==> src/rtl/adc_seq_pkg.sv <==
package adc_seq_pkg;

  typedef enum logic [2:0] {
    ST_IDLE = 3'd0,
    ST_ACQI = 3'd1,
    ST_ACQX = 3'd2,
    ST_CONV = 3'd3,
    ST_OFF  = 3'd4
  } seq_state_t;

  // input configuration, laid out as control word bits 4:0
  typedef struct packed {
    logic       sgl;
    logic       uni;
    logic [2:0] chan;
  } in_cfg_t;

  // strobes from the sequencer to the datapath
  typedef struct packed {
    logic modeLoad;
    logic cfgLoad;
    logic cfgCompare;
    logic convDone;
    logic intClear;
  } seq_strb_t;

endpackage

==> src/rtl/adc_seq_ctrl.sv <==
module adc_seq_ctrl
  import adc_seq_pkg::*;
#(
  parameter int ACQ_TICKS  = 3,
  parameter int CONV_TICKS = 13
) (
  input  logic      clk,
  input  logic      rst_n,
  input  logic      wrStrobe,
  input  logic [7:0] ctrlByte,
  input  logic      rdStrobe,
  input  logic      intClkEn,
  input  logic      clkIntMode,
  output seq_strb_t strb,
  output logic      powerDown
);

  localparam int MAX_TICKS = (ACQ_TICKS > CONV_TICKS) ? ACQ_TICKS : CONV_TICKS;
  localparam int CNT_W     = (MAX_TICKS > 1) ? $clog2(MAX_TICKS) : 1;
  localparam logic [CNT_W-1:0] ACQ_LAST  = CNT_W'(ACQ_TICKS - 1);
  localparam logic [CNT_W-1:0] CONV_LAST = CNT_W'(CONV_TICKS - 1);

  seq_state_t       state;
  logic [CNT_W-1:0] tickCnt;
  logic             tick;
  logic             runWord;
  logic             hostTimed;

  assign tick      = clkIntMode ? intClkEn : 1'b1;
  assign runWord   = ctrlByte[7];
  assign hostTimed = ctrlByte[5];
  assign powerDown = (state == ST_OFF);

  always_comb begin
    strb = '0;
    if (wrStrobe) begin
      strb.intClear = 1'b1;
      if (runWord) begin
        strb.modeLoad = 1'b1;
        if (!hostTimed && state == ST_ACQX) strb.cfgCompare = 1'b1;
        else                                 strb.cfgLoad    = 1'b1;
      end
    end else begin
      strb.intClear = rdStrobe;
      strb.convDone = (state == ST_CONV) && tick && (tickCnt == CONV_LAST);
    end
  end

  always_ff @(posedge clk or negedge rst_n) begin
    if (!rst_n) begin
      state   <= ST_IDLE;
      tickCnt <= '0;
    end else if (wrStrobe) begin
      tickCnt <= '0;
      if (!runWord)                   state <= ST_OFF;
      else if (hostTimed)             state <= ST_ACQX;
      else if (state == ST_ACQX)      state <= ST_CONV;
      else                            state <= ST_ACQI;
    end else begin
      unique case (state)
        ST_ACQI: if (tick) begin
          if (tickCnt == ACQ_LAST) begin
            state   <= ST_CONV;
            tickCnt <= '0;
          end else begin
            tickCnt <= tickCnt + 1'b1;
          end
        end
        ST_CONV: if (tick) begin
          if (tickCnt == CONV_LAST) begin
            state   <= ST_IDLE;
            tickCnt <= '0;
          end else begin
            tickCnt <= tickCnt + 1'b1;
          end
        end
        default: tickCnt <= '0;
      endcase
    end
  end

endmodule

==> src/rtl/adc_seq_dp.sv <==
module adc_seq_dp
  import adc_seq_pkg::*;
#(
  parameter int RES_W = 10
) (
  input  logic             clk,
  input  logic             rst_n,
  input  seq_strb_t        strb,
  input  logic [7:0]       ctrlByte,
  input  logic [RES_W-1:0] anaCode,
  output logic             clkIntMode,
  output logic [2:0]       chanSel,
  output logic             sglMode,
  output logic             uniMode,
  output logic [RES_W-1:0] dataOut,
  output logic             corruptFlag,
  output logic             intN
);

  localparam int MSB = RES_W - 1;

  in_cfg_t          cfgReg;
  in_cfg_t          wordCfg;
  logic             pendCorrupt;
  logic [RES_W-1:0] codedResult;

  assign wordCfg = in_cfg_t'(ctrlByte[4:0]);
  assign chanSel = cfgReg.chan;
  assign sglMode = cfgReg.sgl;
  assign uniMode = cfgReg.uni;

  generate
    if (RES_W > 1) begin : g_wide
      assign codedResult = cfgReg.uni ? anaCode : {~anaCode[MSB], anaCode[MSB-1:0]};
    end else begin : g_narrow
      assign codedResult = cfgReg.uni ? anaCode : ~anaCode;
    end
  endgenerate

  always_ff @(posedge clk or negedge rst_n) begin
    if (!rst_n) begin
      clkIntMode  <= 1'b0;
      cfgReg      <= '0;
      pendCorrupt <= 1'b0;
      dataOut     <= '0;
      corruptFlag <= 1'b0;
      intN        <= 1'b1;
    end else begin
      if (strb.modeLoad) clkIntMode <= ctrlByte[6];
      if (strb.cfgLoad) begin
        cfgReg      <= wordCfg;
        pendCorrupt <= 1'b0;
      end else if (strb.cfgCompare) begin
        pendCorrupt <= (wordCfg != cfgReg);
      end
      if (strb.convDone) begin
        dataOut     <= codedResult;
        corruptFlag <= pendCorrupt;
        intN        <= 1'b0;
      end else if (strb.intClear) begin
        intN <= 1'b1;
      end
    end
  end

endmodule

==> src/rtl/adc_seq_top.sv <==
module adc_seq_top
  import adc_seq_pkg::*;
#(
  parameter int RES_W      = 10,
  parameter int ACQ_TICKS  = 3,
  parameter int CONV_TICKS = 13
) (
  input  logic             clk,
  input  logic             rst_n,
  input  logic             wrStrobe,
  input  logic [7:0]       ctrlByte,
  input  logic             rdStrobe,
  input  logic             intClkEn,
  input  logic [RES_W-1:0] anaCode,
  output logic             intN,
  output logic [RES_W-1:0] dataOut,
  output logic             corruptFlag,
  output logic             powerDown,
  output logic             intClkSel,
  output logic [2:0]       chanSel,
  output logic             sglMode,
  output logic             uniMode
);

  seq_strb_t strb;
  logic      clkIntMode;

  assign intClkSel = clkIntMode;

  adc_seq_ctrl #(
    .ACQ_TICKS (ACQ_TICKS),
    .CONV_TICKS(CONV_TICKS)
  ) u_ctrl (
    .clk       (clk),
    .rst_n     (rst_n),
    .wrStrobe  (wrStrobe),
    .ctrlByte  (ctrlByte),
    .rdStrobe  (rdStrobe),
    .intClkEn  (intClkEn),
    .clkIntMode(clkIntMode),
    .strb      (strb),
    .powerDown (powerDown)
  );

  adc_seq_dp #(
    .RES_W(RES_W)
  ) u_dp (
    .clk        (clk),
    .rst_n      (rst_n),
    .strb       (strb),
    .ctrlByte   (ctrlByte),
    .anaCode    (anaCode),
    .clkIntMode (clkIntMode),
    .chanSel    (chanSel),
    .sglMode    (sglMode),
    .uniMode    (uniMode),
    .dataOut    (dataOut),
    .corruptFlag(corruptFlag),
    .intN       (intN)
  );

endmodule

==> config.mk <==
export PLATFORM = sky130hd
export DESIGN_NAME = adc_seq_top
export DESIGN_NICKNAME = d
export VERILOG_FILES = /design/src/rtl/adc_seq_pkg.sv /design/src/rtl/adc_seq_ctrl.sv /design/src/rtl/adc_seq_dp.sv /design/src/rtl/adc_seq_top.sv
export SDC_FILE = /design/constraint.sdc
export NUM_CORES = 1
export LEC_CHECK = 0
export BUFFER_PORTS_ARGS = -buffer_cell sky130_fd_sc_hd__buf_2
export CAP_MARGIN = 20
export CORE_ASPECT_RATIO = 0.6
export CORE_MARGIN = 4
export CORE_UTILIZATION = 52
export DETAILED_ROUTE_END_ITERATION = 8
export PLACE_DENSITY = 0.83
export SLEW_MARGIN = 15
export SYNTH_ARGS = -nofsm -noshare
export SYNTH_HDL_FRONTEND = slang
export SYNTH_SLANG_ARGS = --single-unit
==> constraint.sdc <==
create_clock -name clk -period 3.3 [get_ports clk]
set_input_delay 0.66 -clock clk [delete_from_list [all_inputs] [get_ports clk]]
set_output_delay 0.66 -clock clk [all_outputs]
set_load 0.02 [all_outputs]
; ---- Word-level counts from Yosys, hierarchy flattened
; Cells that the tools add are included.
; Widths: inputs -> output; s select.
[totals]
elab_cells = 59
output_inout_bits = 19
in_bits = 23
register_bits = 26
[op_classes]
n_mux = 27
reduce_logical = 9
n_addsub = 1
eq_ne = 11
bitwise_logic = 1
[op_table]
columns = operator, n
row1 = $mux 3, 9
row2 = $mux 4, 5
row3 = $mux 10, 1
row4 = $mux 1, 9
row5 = $ne 3x2->1 const B, 3
row6 = $pmux 4 s2, 1
row7 = $eq 3x2->1 const B, 2
row8 = $pmux 3 s2, 1
row9 = $ne 5x5->1, 1
row10 = $reduce_and 5->1, 1
row11 = $add 4x1->4 const B, 1
row12 = $eq 4x2->1 const B, 1
row13 = $eq 4x4->1 const B, 1
row14 = $reduce_bool 2->1, 2
row15 = $eq 3x1->1 const B, 1
row16 = $eq 3x3->1 const B, 1
row17 = $logic_and 1x1->1, 3
row18 = $ne 3x3->1 const B, 1
row19 = $reduce_bool 3->1, 1
row20 = $mux 2, 1
row21 = $reduce_and 2->1, 1
row22 = $logic_not 1->1, 1
row23 = $not 1->1, 1

; ---- Logic depth before layout (Yosys ltp)
[depth]
depth_word = 7
depth_mapped = 6
depth_no_buf = 5

; ---- Cells and area by module
; A second synthesis with hierarchy kept.
[unflattened]
cells_unflattened = 104
hier_area_um2 = 1243.7
[modules_own_cells]
columns = module, cells_per_inst, instances, seq_area_each_um2, area_per_inst_um2
row1 = adc_seq_dp, 49, 1, 476.7, 760.7
row2 = adc_seq_ctrl, 55, 1, 175.2, 483.0

; ---- Worst setup path before layout
; OpenSTA, ideal clock, no wires.
[synth_timing]
path_kind = input -> register
from = in wrStrobe
to = reg u_dp.dataOut[0]
cell_stages = 4
setup_time_ns = 0.125
slack_ns = 1.382
arrival_time_ns = 1.793
n_path_buf = 1
path_cell_list = or3b_4 -> nor3_4 -> buf_6 -> mux2_2
[synth_via]
elab_chain_len = 1
[synth_rtl]
columns = element, line_no
row1 = from (decl), adc_seq_top.sv:10  ; input logic wrStrobe,
row2 = $mux 1, adc_seq_ctrl.sv:36  ; if (wrStrobe) begin
row3 = to (signal assigned), adc_seq_dp.sv:57  ; dataOut <= codedResult;
row4 = to (decl), adc_seq_dp.sv:15  ; output logic [RES_W-1:0] dataOut,
; Every way passes these cells.
; A chain may end at the register's enable or synchronous reset.

; ---- Worst setup path in the final report
[layout_timing]
from = reg u_ctrl.tickCnt[0]
to = reg u_dp.dataOut[2]
[layout_via]
elab_chain_len = 3
[layout_rtl]
columns = element, line_no
row1 = from (decl), adc_seq_ctrl.sv:24  ; logic [CNT_W-1:0] tickCnt;
row2 = from (signal assigned), adc_seq_ctrl.sv:66  ; tickCnt <= tickCnt + 1'b1;
row3 = from (signal assigned), adc_seq_ctrl.sv:74  ; tickCnt <= tickCnt + 1'b1;
row4 = $eq 4x4->1, adc_seq_ctrl.sv:45  ; strb.convDone = (state == ST_CONV) && tick && (tickCnt == CONV_LAST);
row5 = $logic_and 1x1->1, adc_seq_ctrl.sv:45
row6 = $mux 1, adc_seq_ctrl.sv:36
; Every way passes these cells.

==> flow_metrics.py <==
metrics = {
    "floorplan": {
        "ios": 42,
        "die_w_um": 71.0,
        "dieArea_sq_um": 3250,
        "rows": 13,
        "initial_core_util_pct": 56.0,
        "chipHeight_um": 45.8,
        "coreArea_sq_um": 2210,
    },
    "synthesis": {
        "synthCells": 99,
        "netlist_area_sq_um": 1240,
        "synth_largest_area_cell": "dfrtp_1",
        "ys_warn_count": 0,
        "seq_area_frac_synth_pct": 52.6,
        "syn_nets": 125,
        "ys_ff_latch": 26,
        "syn_area_per_cell_sq_um": 12.5,
        "synth.area.top_cells": "dfrtp_1 51%, mux2_2 15%, xor2_1 3.5%, ha_1 3.0%, dfstp_2 2.1%",
        "synth.distinct_cells": 32,
        "yosys.area.top_type_share_pct": 50.5,
    },
    "status": {
        "status": "completed",
    },
    "sta": {
        "finClkSkew_ns": 0.00283,
        "period_minus_slack_ns": 2.12,
        "finalWorstSetupSlack_ns": 1.18,
        "finalCritPeriodShare_pct": 64.2,
        "finalSetupViolCount": 0,
        "rsz0062_at_grt": "no",
        "tns_ns": 0,
        "maxSlewHeadroom_pct": 53.7,
        "max_freq_ghz": 0.472,
        "finalHoldViolations": 0,
        "worst_slew_pin_slew_ns": 0.693,
        "drv_slew": 0,
    },
    "placed_design": {
        "dpl.cell_count": 168,
        "port_buffers": 41,
        "dp_hpwl_mm": 2.07,
        "postPlaceCellArea_sq_um": 1460,
        "gp_congestion": 0.886,
        "dp_slack_ns": 0.977,
    },
    "route": {
        "wl_per_cell_um": 15.4,
        "drt_pass1_iterations": 4,
        "dr_total_vias": 942,
        "route.detailed.drc": 0,
        "drt_iter0_drc": 46,
        "final_antenna_net_count": 0,
        "drt_wl_total_mm": 2.65,
        "vias_per_cell": 5.48,
    },
    "cts": {
        "clkSinkCount": 26,
        "cts_hold_buffers": 0,
        "cts_root_buf": "clkbuf_8",
        "cts-resized-gates": 0,
        "clock_latency_ns": 0.27,
        "clk_pin_slew_ns": 0.08,
        "cts_setup_buffers": 0,
        "cts.path.max_buffers": 2,
        "cts_tree": "done",
        "numCtsBuffers": 3,
        "htreeDepth": 1,
    },
    "layout": {
        "layoutNonFillerInstCount": 172,
        "filler_cell_count": 172,
        "layout.nets": 169,
        "final_layout_size_suffix_gt1_share_pct": 46.5,
        "final_area_sq_um": 1510,
        "antennaDiodeCount": 0,
        "synthToLayoutAreaGrowth_pct": 21.7,
    },
    "worst_setup_path": {
        "critPathKind": "flip-flop to flip-flop",
        "endpoint_kind": "flip-flop",
        "cp_data_required_time_ns": 3.46,
        "max_stage_delay_ns": 0.56,
        "arrival_ns": 2.27,
        "rr_worst_depth": 5,
        "reg2reg_from": "u_ctrl.tickCnt[0]$_DFFE_PN0P_",
        "r2r_end": "u_dp.dataOut[2]$_DFFE_PN0P_",
        "critPathLaunchType": "flip-flop",
        "critical_path.max_fanout": 12,
        "crit_chain": "inv_1, ha_1, nand4_1, nor3_4, mux2_2",
        "cp_slowest_cell": "nor3_4",
        "rrSetupSlack_ns": 1.18,
    },
    "global_route": {
        "grt_pass1_vias": 882,
        "grt_overflow": 0,
        "grt.total_usage_pct": 17.3,
        "grt_max_degree": 27,
        "grt_pass1_wl_mm": 4.08,
        "antenna_found_initial": 0,
    },
    "job": {
        "drv_cap": 0,
    },
    "power": {
        "powerDensity_nw_per_um2": 422,
        "finalPower_uw": 636,
        "vdd_ir_drop_max_mv": 0.324,
        "leakage_nw": 0.741,
    },
    "hold_path": {
        "min_path_type": "input port to async pin",
    },
}
## through the flow
stage,util [%],hold slack (ns)
detailed placement,66.1,0.492
global route,68.2,0.415
global placement,66.1,0.485
finish,68.2,0.375
CTS,68.2,0.394
floorplan,-,0.364
## metal layers
metal / global-route usage, % / vias to the layer above / part of all wire [%] / wire length (um)
met5: 0 / - / 0 / 0
met4: 5.62 / 0 / 1.4 / 37
met3: 6.61 / 7 / 8.0 / 213
met2: 31.1 / 38 / 51 / 1350
met1: 19.6 / 447 / 40 / 1060
li1: - / 450 / - / -
## synthesized netlist by cell type
cell type / n
a21oi_1: 4
a311oi_1: 1
a31oi_1: 2
and2_1: 1
buf_6: 1
clkbuf_4: 1
dfrtp_1: 25
dfstp_2: 1
ha_1: 3
inv_1: 4
mux2_2: 17
mux2i_1: 1
nand2_1: 5
nand2b_1: 1
nand3_1: 2
nand3b_1: 1
nand4_1: 3
nand4b_1: 1
nor2_1: 2
nor2b_1: 1
nor3_1: 3
nor3_4: 1
nor3b_1: 2
nor4b_1: 2
o21a_1: 1
o21ai_0: 2
o311ai_0: 1
o41ai_1: 1
or3b_4: 1
or4b_2: 2
xnor2_1: 1
xor2_1: 5
## cells in the final DEF (no fill, tap or decap), types with 2 or more instances in the layout
master    synthesis  routed
ha_1              3       3
nand3_1           2       2
clkbuf_8          0       3
dfrtp_1          25      25
a21oi_1           4       4
nand2_1           5       5
nor2_1            2       2
inv_1             4       4
xor2_1            5       5
mux2_2           17      17
nand4_1           3       3
a31oi_1           2       2
or4b_2            2       2
nor3_1            3       3
buf_2             0      41
o21ai_0           2       2
nor3b_1           2       2
nor4b_1           2       2
## state kept, by name, summed over array words and instances, names as in the netlist
| register | flops |
|---|---|
| u_dp.intN | 1 |
| u_dp.clkIntMode | 1 |
| u_dp.corruptFlag | 1 |
| u_ctrl.tickCnt | 4 |
| u_ctrl.state | 3 |
| u_dp.dataOut | 10 |
| u_dp.pendCorrupt | 1 |
| u_dp.uniMode | 1 |
| u_dp.sglMode | 1 |
| u_dp.chanSel | 3 |
## final cells by class
| type | instances | area, sq um | area share, % |
|---|---|---|---|
| Sequential cell | 26 | 652 | 43.2 |
| Multi-Input combinational cell | 67 | 553 | 36.7 |
| Timing Repair Buffer | 41 | 205 | 13.6 |
| Clock buffer | 4 | 45.0 | 2.99 |
| Tap cell | 30 | 37.5 | 2.49 |
| Inverter | 4 | 15.0 | 0.996 |
## report_power, final
part,switching [mW],internal [mW]
clock,0.0953,0.0864
sequential,0.0185,0.335
combinational,0.0556,0.0452
total,0.169,0.467
## how the worst max path moves through the flow
stage / start / slack, ns / cells past startpoint / to
final: u_ctrl.tickCnt[0]$_DFFE_PN0P_ / 1.18 / 5 / u_dp.dataOut[2]$_DFFE_PN0P_
after global routing: u_ctrl.tickCnt[0]$_DFFE_PN0P_ / 1.08 / 5 / u_dp.dataOut[9]$_DFFE_PN0P_
after CTS: u_ctrl.tickCnt[0]$_DFFE_PN0P_ / 1.19 / 5 / u_dp.dataOut[2]$_DFFE_PN0P_
after detailed placement: wrStrobe / 0.98 / 4 / u_dp.dataOut[2]$_DFFE_PN0P_
after global placement: wrStrobe / 1.05 / 4 / u_dp.dataOut[8]$_DFFE_PN0P_
after floorplan: wrStrobe / 1.38 / 4 / u_dp.dataOut[0]$_DFFE_PN0P_
## worst max-delay path, delay by kind of cell (launching register included)
kind / cells / cell delay (ns)
multiplexers: 1 / 0.41
buffers and inverters: 1 / 0.12
flip-flops: 1 / 0.43
AND/OR/NAND/NOR: 2 / 0.89
adder cells (fa/ha/maj): 1 / 0.15
## kinds of logic after synthesis
family                   share of synthesized area, %
adder cells (fa/ha/maj)                          3.03
XOR/XNOR                                         4.24
flip-flops                                       52.6
AO/OA/AOI/OAI                                    6.16
buffers and inverters                            2.73
multiplexers                                     16.3
AND/OR/NAND/NOR                                  15.0
(Power assumes the default switching activity.)
